**src/rtl/timebase_pkg.sv**
```systemverilog
package timebase_pkg;
  typedef enum logic [1:0] {
    MODE_UP     = 2'd0,
    MODE_DOWN   = 2'd1,
    MODE_CENTER = 2'd2,
    MODE_RSVD   = 2'd3
  } cnt_mode_e;

  localparam int unsigned ADDR_W = 2;
  localparam logic [ADDR_W-1:0] A_CTRL = 2'd0;
  localparam logic [ADDR_W-1:0] A_CNT  = 2'd1;
  localparam logic [ADDR_W-1:0] A_PSC  = 2'd2;
  localparam logic [ADDR_W-1:0] A_ARR  = 2'd3;
endpackage

```
**src/rtl/tbase_regs.sv**
```systemverilog
module tbase_regs
  import timebase_pkg::*;
#(
  parameter int unsigned CNT_W  = 16,
  parameter int unsigned PSC_W  = 16,
  parameter int unsigned DATA_W = 16
) (
  input  logic              clk_i,
  input  logic              rst_ni,
  input  logic              wr_en_i,
  input  logic [ADDR_W-1:0] addr_i,
  input  logic [DATA_W-1:0] wdata_i,
  input  logic [CNT_W-1:0]  cnt_i,
  output logic              en_o,
  output cnt_mode_e         mode_o,
  output logic              arr_pb_o,
  output logic [PSC_W-1:0]  psc_pre_o,
  output logic [CNT_W-1:0]  arr_buf_o,
  output logic              wr_cnt_o,
  output logic [DATA_W-1:0] rdata_o
);
  assign wr_cnt_o = wr_en_i && (addr_i == A_CNT);

  always_ff @(posedge clk_i or negedge rst_ni) begin
    if (!rst_ni) begin
      en_o      <= 1'b0;
      mode_o    <= MODE_UP;
      arr_pb_o  <= 1'b0;
      psc_pre_o <= '0;
      arr_buf_o <= '1;
    end else if (wr_en_i) begin
      case (addr_i)
        A_CTRL: begin
          en_o     <= wdata_i[0];
          mode_o   <= cnt_mode_e'(wdata_i[2:1]);
          arr_pb_o <= wdata_i[3];
        end
        A_PSC:   psc_pre_o <= wdata_i[PSC_W-1:0];
        A_ARR:   arr_buf_o <= wdata_i[CNT_W-1:0];
        default: ;
      endcase
    end
  end

  always_comb begin
    rdata_o = '0;
    case (addr_i)
      A_CTRL:  rdata_o[3:0] = {arr_pb_o, mode_o, en_o};
      A_CNT:   rdata_o[CNT_W-1:0] = cnt_i;
      A_PSC:   rdata_o[PSC_W-1:0] = psc_pre_o;
      default: rdata_o[CNT_W-1:0] = arr_buf_o;
    endcase
  end
endmodule

```
**src/rtl/tbase_prescaler.sv**
```systemverilog
module tbase_prescaler #(
  parameter int unsigned PSC_W = 16
) (
  input  logic             clk_i,
  input  logic             rst_ni,
  input  logic             en_i,
  input  logic             evt_i,
  input  logic [PSC_W-1:0] psc_pre_i,
  output logic [PSC_W-1:0] psc_act_o,
  output logic             tick_o
);
  logic [PSC_W-1:0] div_q;

  assign tick_o = en_i && (div_q >= psc_act_o);

  always_ff @(posedge clk_i or negedge rst_ni) begin
    if (!rst_ni) begin
      div_q     <= '0;
      psc_act_o <= '0;
    end else begin
      if (!en_i || tick_o) div_q <= '0;
      else                 div_q <= div_q + 1'b1;
      // new ratio only at an update event
      if (evt_i) psc_act_o <= psc_pre_i;
    end
  end
endmodule

```
**src/rtl/tbase_counter.sv**
```systemverilog
module tbase_counter
  import timebase_pkg::*;
#(
  parameter int unsigned CNT_W = 16
) (
  input  logic             clk_i,
  input  logic             rst_ni,
  input  logic             tick_i,
  input  cnt_mode_e        mode_i,
  input  logic             arr_pb_i,
  input  logic [CNT_W-1:0] arr_buf_i,
  input  logic             wr_cnt_i,
  input  logic [CNT_W-1:0] wdata_i,
  output logic [CNT_W-1:0] cnt_o,
  output logic [CNT_W-1:0] arr_sh_o,
  output logic             dir_o,
  output logic             evt_o,
  output logic             upd_o
);
  logic             dn_q, dn_d;
  logic [CNT_W-1:0] cnt_d, arr_m1;

  assign arr_m1 = (arr_sh_o == '0) ? '0 : arr_sh_o - 1'b1;

  always_comb begin
    cnt_d = cnt_o;
    dn_d  = dn_q;
    evt_o = 1'b0;
    if (tick_i) begin
      case (mode_i)
        MODE_DOWN: begin
          if (cnt_o == '0) begin
            cnt_d = arr_sh_o;
            evt_o = 1'b1;
          end else cnt_d = cnt_o - 1'b1;
        end
        MODE_CENTER: begin
          if (!dn_q) begin
            if (cnt_o >= arr_m1) begin
              evt_o = 1'b1;
              dn_d  = 1'b1;
              cnt_d = (cnt_o == '0) ? '0 : cnt_o - 1'b1;
            end else cnt_d = cnt_o + 1'b1;
          end else begin
            if (cnt_o <= CNT_W'(1)) begin
              evt_o = 1'b1;
              dn_d  = 1'b0;
              cnt_d = cnt_o + 1'b1;
            end else cnt_d = cnt_o - 1'b1;
          end
        end
        default: begin
          if (cnt_o >= arr_sh_o) begin
            cnt_d = '0;
            evt_o = 1'b1;
          end else cnt_d = cnt_o + 1'b1;
        end
      endcase
    end
    // software write wins over the count step
    if (wr_cnt_i) begin
      cnt_d = wdata_i;
      evt_o = 1'b0;
    end
    if (mode_i != MODE_CENTER) dn_d = 1'b0;
  end

  always_ff @(posedge clk_i or negedge rst_ni) begin
    if (!rst_ni) begin
      cnt_o    <= '0;
      dn_q     <= 1'b0;
      upd_o    <= 1'b0;
      arr_sh_o <= '1;
    end else begin
      cnt_o <= cnt_d;
      dn_q  <= dn_d;
      upd_o <= evt_o;
      if (!arr_pb_i || evt_o) arr_sh_o <= arr_buf_i;
    end
  end

  assign dir_o = (mode_i == MODE_DOWN) || ((mode_i == MODE_CENTER) && dn_q);
endmodule

```
**src/rtl/timer_timebase.sv**
```systemverilog
module timer_timebase
  import timebase_pkg::*;
#(
  parameter int unsigned CNT_W  = 16,
  parameter int unsigned PSC_W  = 16,
  localparam int unsigned DATA_W = (CNT_W > PSC_W) ? CNT_W : PSC_W
) (
  input  logic              clk_i,
  input  logic              rst_ni,
  input  logic              wr_en_i,
  input  logic [ADDR_W-1:0] addr_i,
  input  logic [DATA_W-1:0] wdata_i,
  output logic [DATA_W-1:0] rdata_o,
  output logic [CNT_W-1:0]  cnt_o,
  output logic              dir_o,
  output logic              upd_o
);
  logic             en, arr_pb, wr_cnt, tick, evt;
  cnt_mode_e        mode;
  logic [PSC_W-1:0] psc_pre, psc_act;
  logic [CNT_W-1:0] arr_buf, arr_sh;

  tbase_regs #(.CNT_W(CNT_W), .PSC_W(PSC_W), .DATA_W(DATA_W)) u_regs (
    .clk_i, .rst_ni, .wr_en_i, .addr_i, .wdata_i,
    .cnt_i(cnt_o), .en_o(en), .mode_o(mode), .arr_pb_o(arr_pb),
    .psc_pre_o(psc_pre), .arr_buf_o(arr_buf), .wr_cnt_o(wr_cnt), .rdata_o
  );

  tbase_prescaler #(.PSC_W(PSC_W)) u_psc (
    .clk_i, .rst_ni, .en_i(en), .evt_i(evt), .psc_pre_i(psc_pre),
    .psc_act_o(psc_act), .tick_o(tick)
  );

  tbase_counter #(.CNT_W(CNT_W)) u_cnt (
    .clk_i, .rst_ni, .tick_i(tick), .mode_i(mode), .arr_pb_i(arr_pb),
    .arr_buf_i(arr_buf), .wr_cnt_i(wr_cnt), .wdata_i(wdata_i[CNT_W-1:0]),
    .cnt_o, .arr_sh_o(arr_sh), .dir_o, .evt_o(evt), .upd_o
  );
endmodule

```
**config.mk**
```make
export PLATFORM = sky130hd
export DESIGN_NAME = timer_timebase
export DESIGN_NICKNAME = d
export VERILOG_FILES = /design/src/rtl/timebase_pkg.sv /design/src/rtl/tbase_regs.sv /design/src/rtl/tbase_prescaler.sv /design/src/rtl/tbase_counter.sv /design/src/rtl/timer_timebase.sv
export SDC_FILE = /design/constraint.sdc
export NUM_CORES = 1
export LEC_CHECK = 0
export CAP_MARGIN = 15
export CORE_ASPECT_RATIO = 0.8
export CORE_MARGIN = 4
export CORE_UTILIZATION = 54
export CTS_BUF_LIST = sky130_fd_sc_hd__clkbuf_4 sky130_fd_sc_hd__clkbuf_8
export DETAILED_ROUTE_END_ITERATION = 8
export PLACE_DENSITY = 0.74
export SYNTH_ARGS = -nofsm -noshare
export SYNTH_HDL_FRONTEND = slang
export SYNTH_SLANG_ARGS = --single-unit
```
**constraint.sdc**
```tcl
create_clock -name clk_i -period 7.1 [get_ports clk_i]
set_clock_uncertainty 0.15 [all_clocks]
set_input_delay 1.775 -clock clk_i [delete_from_list [all_inputs] [get_ports clk_i]]
set_output_delay 1.775 -clock clk_i [all_outputs]
set_load 0.1 [all_outputs]
```
## Word level (Yosys, flattened, before mapping)

Cells that the tools add are included.

- Bits in registers: 102
- RAM bits: 0
- Memories: 0
- Memory bits (read-only): 0
- Output and inout bits: 34
- Latch bits: 0

- Magnitude comparators: 4
- Multipliers: 0
- Bitwise logic cells: 0
- Div/mod/pow operators: 0
- Add/subtract/negate cells: 4
- Shifts and indexed selects: 0
- Equal/unequal tests: 6
- Mux-type cells: 26
- Reductions and logical operators: 18

Operator list:

| kind | count |
|---|---|
| $mux 16 | 10 |
| $ge 16x16->1 | 3 |
| $pmux 12 s3 | 1 |
| $add 16x1->16 const B | 2 |
| $logic_not 16->1 | 2 |
| $pmux 16 s2 | 1 |
| $sub 16x1->16 const B | 2 |
| $le 16x1->1 const B | 1 |
| $mux 1 | 12 |
| $pmux 4 s3 | 1 |
| $reduce_and 2->1 | 4 |
| $eq 2x2->1 const B | 3 |
| $reduce_bool 2->1 | 3 |
| $eq 2x1->1 const B | 2 |
| $logic_and 1x1->1 | 3 |
| $logic_or 1x1->1 | 3 |
| $logic_not 1->1 | 2 |
| $logic_not 2->1 | 1 |
| $ne 2x2->1 const B | 1 |
| $pmux 1 s2 | 1 |

## Longest topological paths before layout

- Word-level depth: 9
- Depth in mapped cells: 18
- Gate-level depth less buffers: 17

## Hierarchy

A second synthesis with hierarchy kept.

- Cell total of the unflattened synthesis: 802
- Area total of the unflattened synthesis: 7592.3 sq um

By module, submodules not included:

| module | area each (sq um) | sequential area each (sq um) | times used | cells each |
|---|---|---|---|---|
| tbase_counter | 4001.3 | 870.8 | 1 | 510 |
| tbase_regs | 1814.2 | 920.9 | 1 | 112 |
| tbase_prescaler | 1776.7 | 800.8 | 1 | 180 |

## Worst setup path after synthesis

No wires, ideal clock.

- Path kind: input to output
- From: in addr_i[0]
- To: out rdata_o[10]
- Required time: 5175 ps
- Arrival: 3453 ps
- Stages: 4
- Path slack: 1722 ps
- Path through: clkbuf_1 -> clkbuf_1 -> mux2_2 -> a22o_1

- Longest elaborated chain between the ends: 2
- Elaborated cells between the ends (all ways): 4

RTL lines:

| element | RTL line | source |
|---|---|---|
| start, declared | timer_timebase.sv:11 | `input logic [ADDR_W-1:0] addr_i,` |
| $eq 2x2->1 (tied with other cells) | tbase_regs.sv:47 | `case (addr_i)` |
| $pmux 12 s3 * | tbase_regs.sv:47 |  |
| end, declared | timer_timebase.sv:13 | `output logic [DATA_W-1:0] rdata_o,` |

Mark *: on every way between the ends. The rest lies on a longest branch, timed or not.

## Worst setup path after layout

- From: in addr_i[0]
- To: out rdata_o[12]

Same word-level chain as after synthesis.

==> results.toml <==
[detailed_routing]
drtAntennaViolNets = 0
drt_wl_total_um = 20800
route.detailed.drc = 0
firstDrtPassIters = 7
wire_per_inst_um = 20.8
drtIter0Drc = 519
vias = 6314
vias_per_cell = 6.31

[worst_setup_path]
criticalPathCategory = "in -> out"
crit_start = "addr_i[0]"
r2r_cells = 14
r2r_setup_slack_ns = 2.17
cp-start-kind = "input pin"
endpoint_kind = "primary output"
critPathRequiredTime_ns = 5.18
cp.arrival_ns = 3.80
path_max_fanout = 13
r2r_start = "u_cnt.arr_sh_o[12]"

[timing]
setup_viol = 0
worstMarginPinSlew_ns = 0.971
max_freq_mhz = 175
min_period_over_period = 0.806
finalHoldViolCount = 0
grt_setup_unrepaired = "no"
period_minus_slack_ns = 5.72
drv_slew = 0
timing.setup.tns_ns = 0
relSlewSlack = 0.351

[clocking]
clock_latency_ns = 0.38
cts_tree = "yes"
clock-sinks = 102
cts_root_buffer = "clkbuf_8"
post_cts_buffers = 0
htree_levels = 3
ctsLongestPathBuffers = 2
cts_hold_buffers = 0
numCtsBuffers = 9
clk_pin_slew_ns = 0.10
cts_resized = 0

[synth]
synth_cell_types = 68
seq_area_frac_synth = 0.351
synth-seq-cells = 102
syn_area_um2 = 7390
syn_nets = 864
synth_flop_cell = "dfrtp_1"
postSynthAreaPerCell_um2 = 9.40
netlist_instances = 786
synth_edf_count = 0
async_flop_share = 1.00
ys_warn_count = 0

[min_path]
hp-class = "reg -> reg"
whs_path_depth = 1
worstHoldStart = "u_psc.psc_act_o[8]"

[job]
drv_cap = 0

[die]
core_um2 = 13100
ios = 55
initial_utilization = 0.564
die_h_um = 113
dieArea_um2 = 15600
rows = 37
die_x_um = 139

[layout]
drive_above_1_share = 0.179
design_area_um2 = 8200
fin_nets = 898
antenna_cells = 0
area_growth_syn_to_layout_pct = 11.0

[placement]
io_buffers = 54
hpwlAfterDp_um = 15700
postPlaceCellArea_um2 = 7990
gp_congestion = 0.929

[global_route]
grt_pass1_vias = 6163
gr-total-overflow = 0
grt_use_total = 0.269
antenna_found_initial = 0
grt_pass1_wl_um = 34000
grt_max_degree = 60

[status]
status = "completed"

[pwr]
p_leak_nw = 3.50
ir_worst_vdd_mv = 0.338
p_per_area_nw_per_um2 = 417
==> metrics by stage <==
stage / total power, W / hold slack (ns) / setup WS [ns] / cells / utilization
final: 0.00342 / 0.346 / 1.38 / 1000 / 0.626
after global routing: 0.00366 / 0.360 / 1.31 / 1000 / 0.626
after CTS: 0.00341 / 0.349 / 1.39 / 1000 / 0.626
after detailed placement: 0.00301 / 0.325 / 1.39 / 984 / 0.610
after global placement: 0.00295 / 0.319 / 1.42 / 984 / 0.610
after floorplan: 0.00248 / 0.308 / 1.72 / 786 / -
==> flip-flops by register name, summed over array words and instances (netlist names) <==
name,count
u_regs.arr_buf_o,16
u_cnt.cnt_o,16
u_regs.arr_pb_o,1
u_cnt.upd_o,1
u_regs.en_o,1
u_cnt.dn_q,1
u_psc.div_q,16
u_regs.mode_o,2
u_psc.psc_act_o,16
u_cnt.arr_sh_o,16
u_regs.psc_pre_o,16
==> cell families (layout without fill, tap and decap cells) <==
kind of cell,count (synthesis),after routing,share of synthesized area
buf+inv,82,121,0.0450
simple gates,253,253,0.170
mux,88,88,0.140
compound gates,160,160,0.146
flops,102,102,0.351
fa+ha+maj,57,57,0.0965
xor+xnor,44,44,0.0522
==> power breakdown <==
| part | internal, W | switching (W) |
|---|---|---|
| registers | 0.000777 | 0.000334 |
| logic | 0.000674 | 0.00125 |
| clock network | 0.000178 | 0.000215 |
==> worst max-delay path, stage by stage <==
cell and delay [ns]:
clkdlybuf4s50_1 0.95, buf_4 0.29, mux2_2 0.35, a22o_1 0.19, buf_4 0.23
==> area by class of cell <==
| class | instances | area, um^2 |
|---|---|---|
| fillers | 1108 | 4900 |
| flip-flops and latches | 102 | 2590 |
| clock inverters | 6 | 80.1 |
| clock buffers | 10 | 138 |
| inverters | 45 | 169 |
| multi-input cells | 602 | 4460 |
| repair buffers | 60 | 543 |
| well taps | 175 | 219 |
==> final timing paths <==
check | endpoint
worst max-delay path | rdata_o[12]
worst min-delay path | u_psc.psc_act_o[8]
worst max register to register | u_cnt.cnt_o[6]
worst min register to register | u_psc.psc_act_o[8]
max in group asynchronous | u_cnt.cnt_o[6]
min in group asynchronous | u_cnt.cnt_o[12]
==> per-layer routing <==
metal / share of wire / vias to the layer above / GRT usage
met5: 0 / - / 0
met1: 0.45 / 3078 / 0.388
met4: 0.014 / 0 / 0.0548
met3: 0.081 / 34 / 0.0537
li1: - / 2902 / -
met2: 0.46 / 300 / 0.426
==> cell usage after synthesis (3+ instances only) <==
library cell	number	area share
and2_1	6	0.0051
a21oi_1	34	0.023
nand2_1	76	0.039
a22o_1	15	0.018
mux4_2	4	0.012
a31oi_1	7	0.0059
o21ai_0	44	0.030
inv_1	45	0.023
nand2b_1	5	0.0042
mux2i_1	4	0.0054
nor4_1	8	0.0068
nor2_1	61	0.031
or3_1	11	0.0093
nor2b_1	5	0.0042
o21ai_1	3	0.0020
mux2_1	19	0.029
ha_1	57	0.097
a21o_1	6	0.0061
nor3b_1	4	0.0041
buf_4	3	0.0030
o311ai_0	3	0.0036
nand3b_1	3	0.0030
xor2_1	21	0.025
nand4_1	9	0.0076
xnor2_1	23	0.027
and3_1	11	0.0093
clkbuf_1	27	0.014
nand3_1	30	0.020
a41oi_1	3	0.0036
a211oi_1	6	0.0061
a221oi_1	7	0.0083
buf_2	5	0.0034
mux2_2	61	0.093
nor3_1	11	0.0075
o211ai_1	8	0.0081
dfstp_2	32	0.11
dfrtp_1	70	0.24
==> cells in the final DEF (no fill, tap or decap), types with 4 or more instances in the layout <==
cell type / Yosys / final
o211ai_1: 8 / 8
nor4_1: 8 / 8
ha_1: 57 / 57
nor2_1: 61 / 61
o21ai_0: 44 / 44
and2_1: 6 / 6
nand3_1: 30 / 30
nor2b_1: 5 / 5
clkdlybuf4s50_1: 0 / 37
mux2i_1: 4 / 4
nor3_1: 11 / 11
a211oi_1: 6 / 6
or3_1: 11 / 11
mux2_2: 61 / 61
xnor2_1: 23 / 23
nand2_1: 76 / 76
mux2_1: 19 / 19
a21oi_1: 34 / 34
a221oi_1: 7 / 7
clkbuf_8: 0 / 10
a21o_1: 6 / 6
nor3b_1: 4 / 4
inv_1: 45 / 45
a22o_1: 15 / 15
a31oi_1: 7 / 7
nand4_1: 9 / 9
buf_4: 3 / 23
dfrtp_1: 70 / 70
and3_1: 11 / 11
xor2_1: 21 / 21
dfstp_2: 32 / 32
nand2b_1: 5 / 5
mux4_2: 4 / 4
Power figures use the tool's default switching activity.
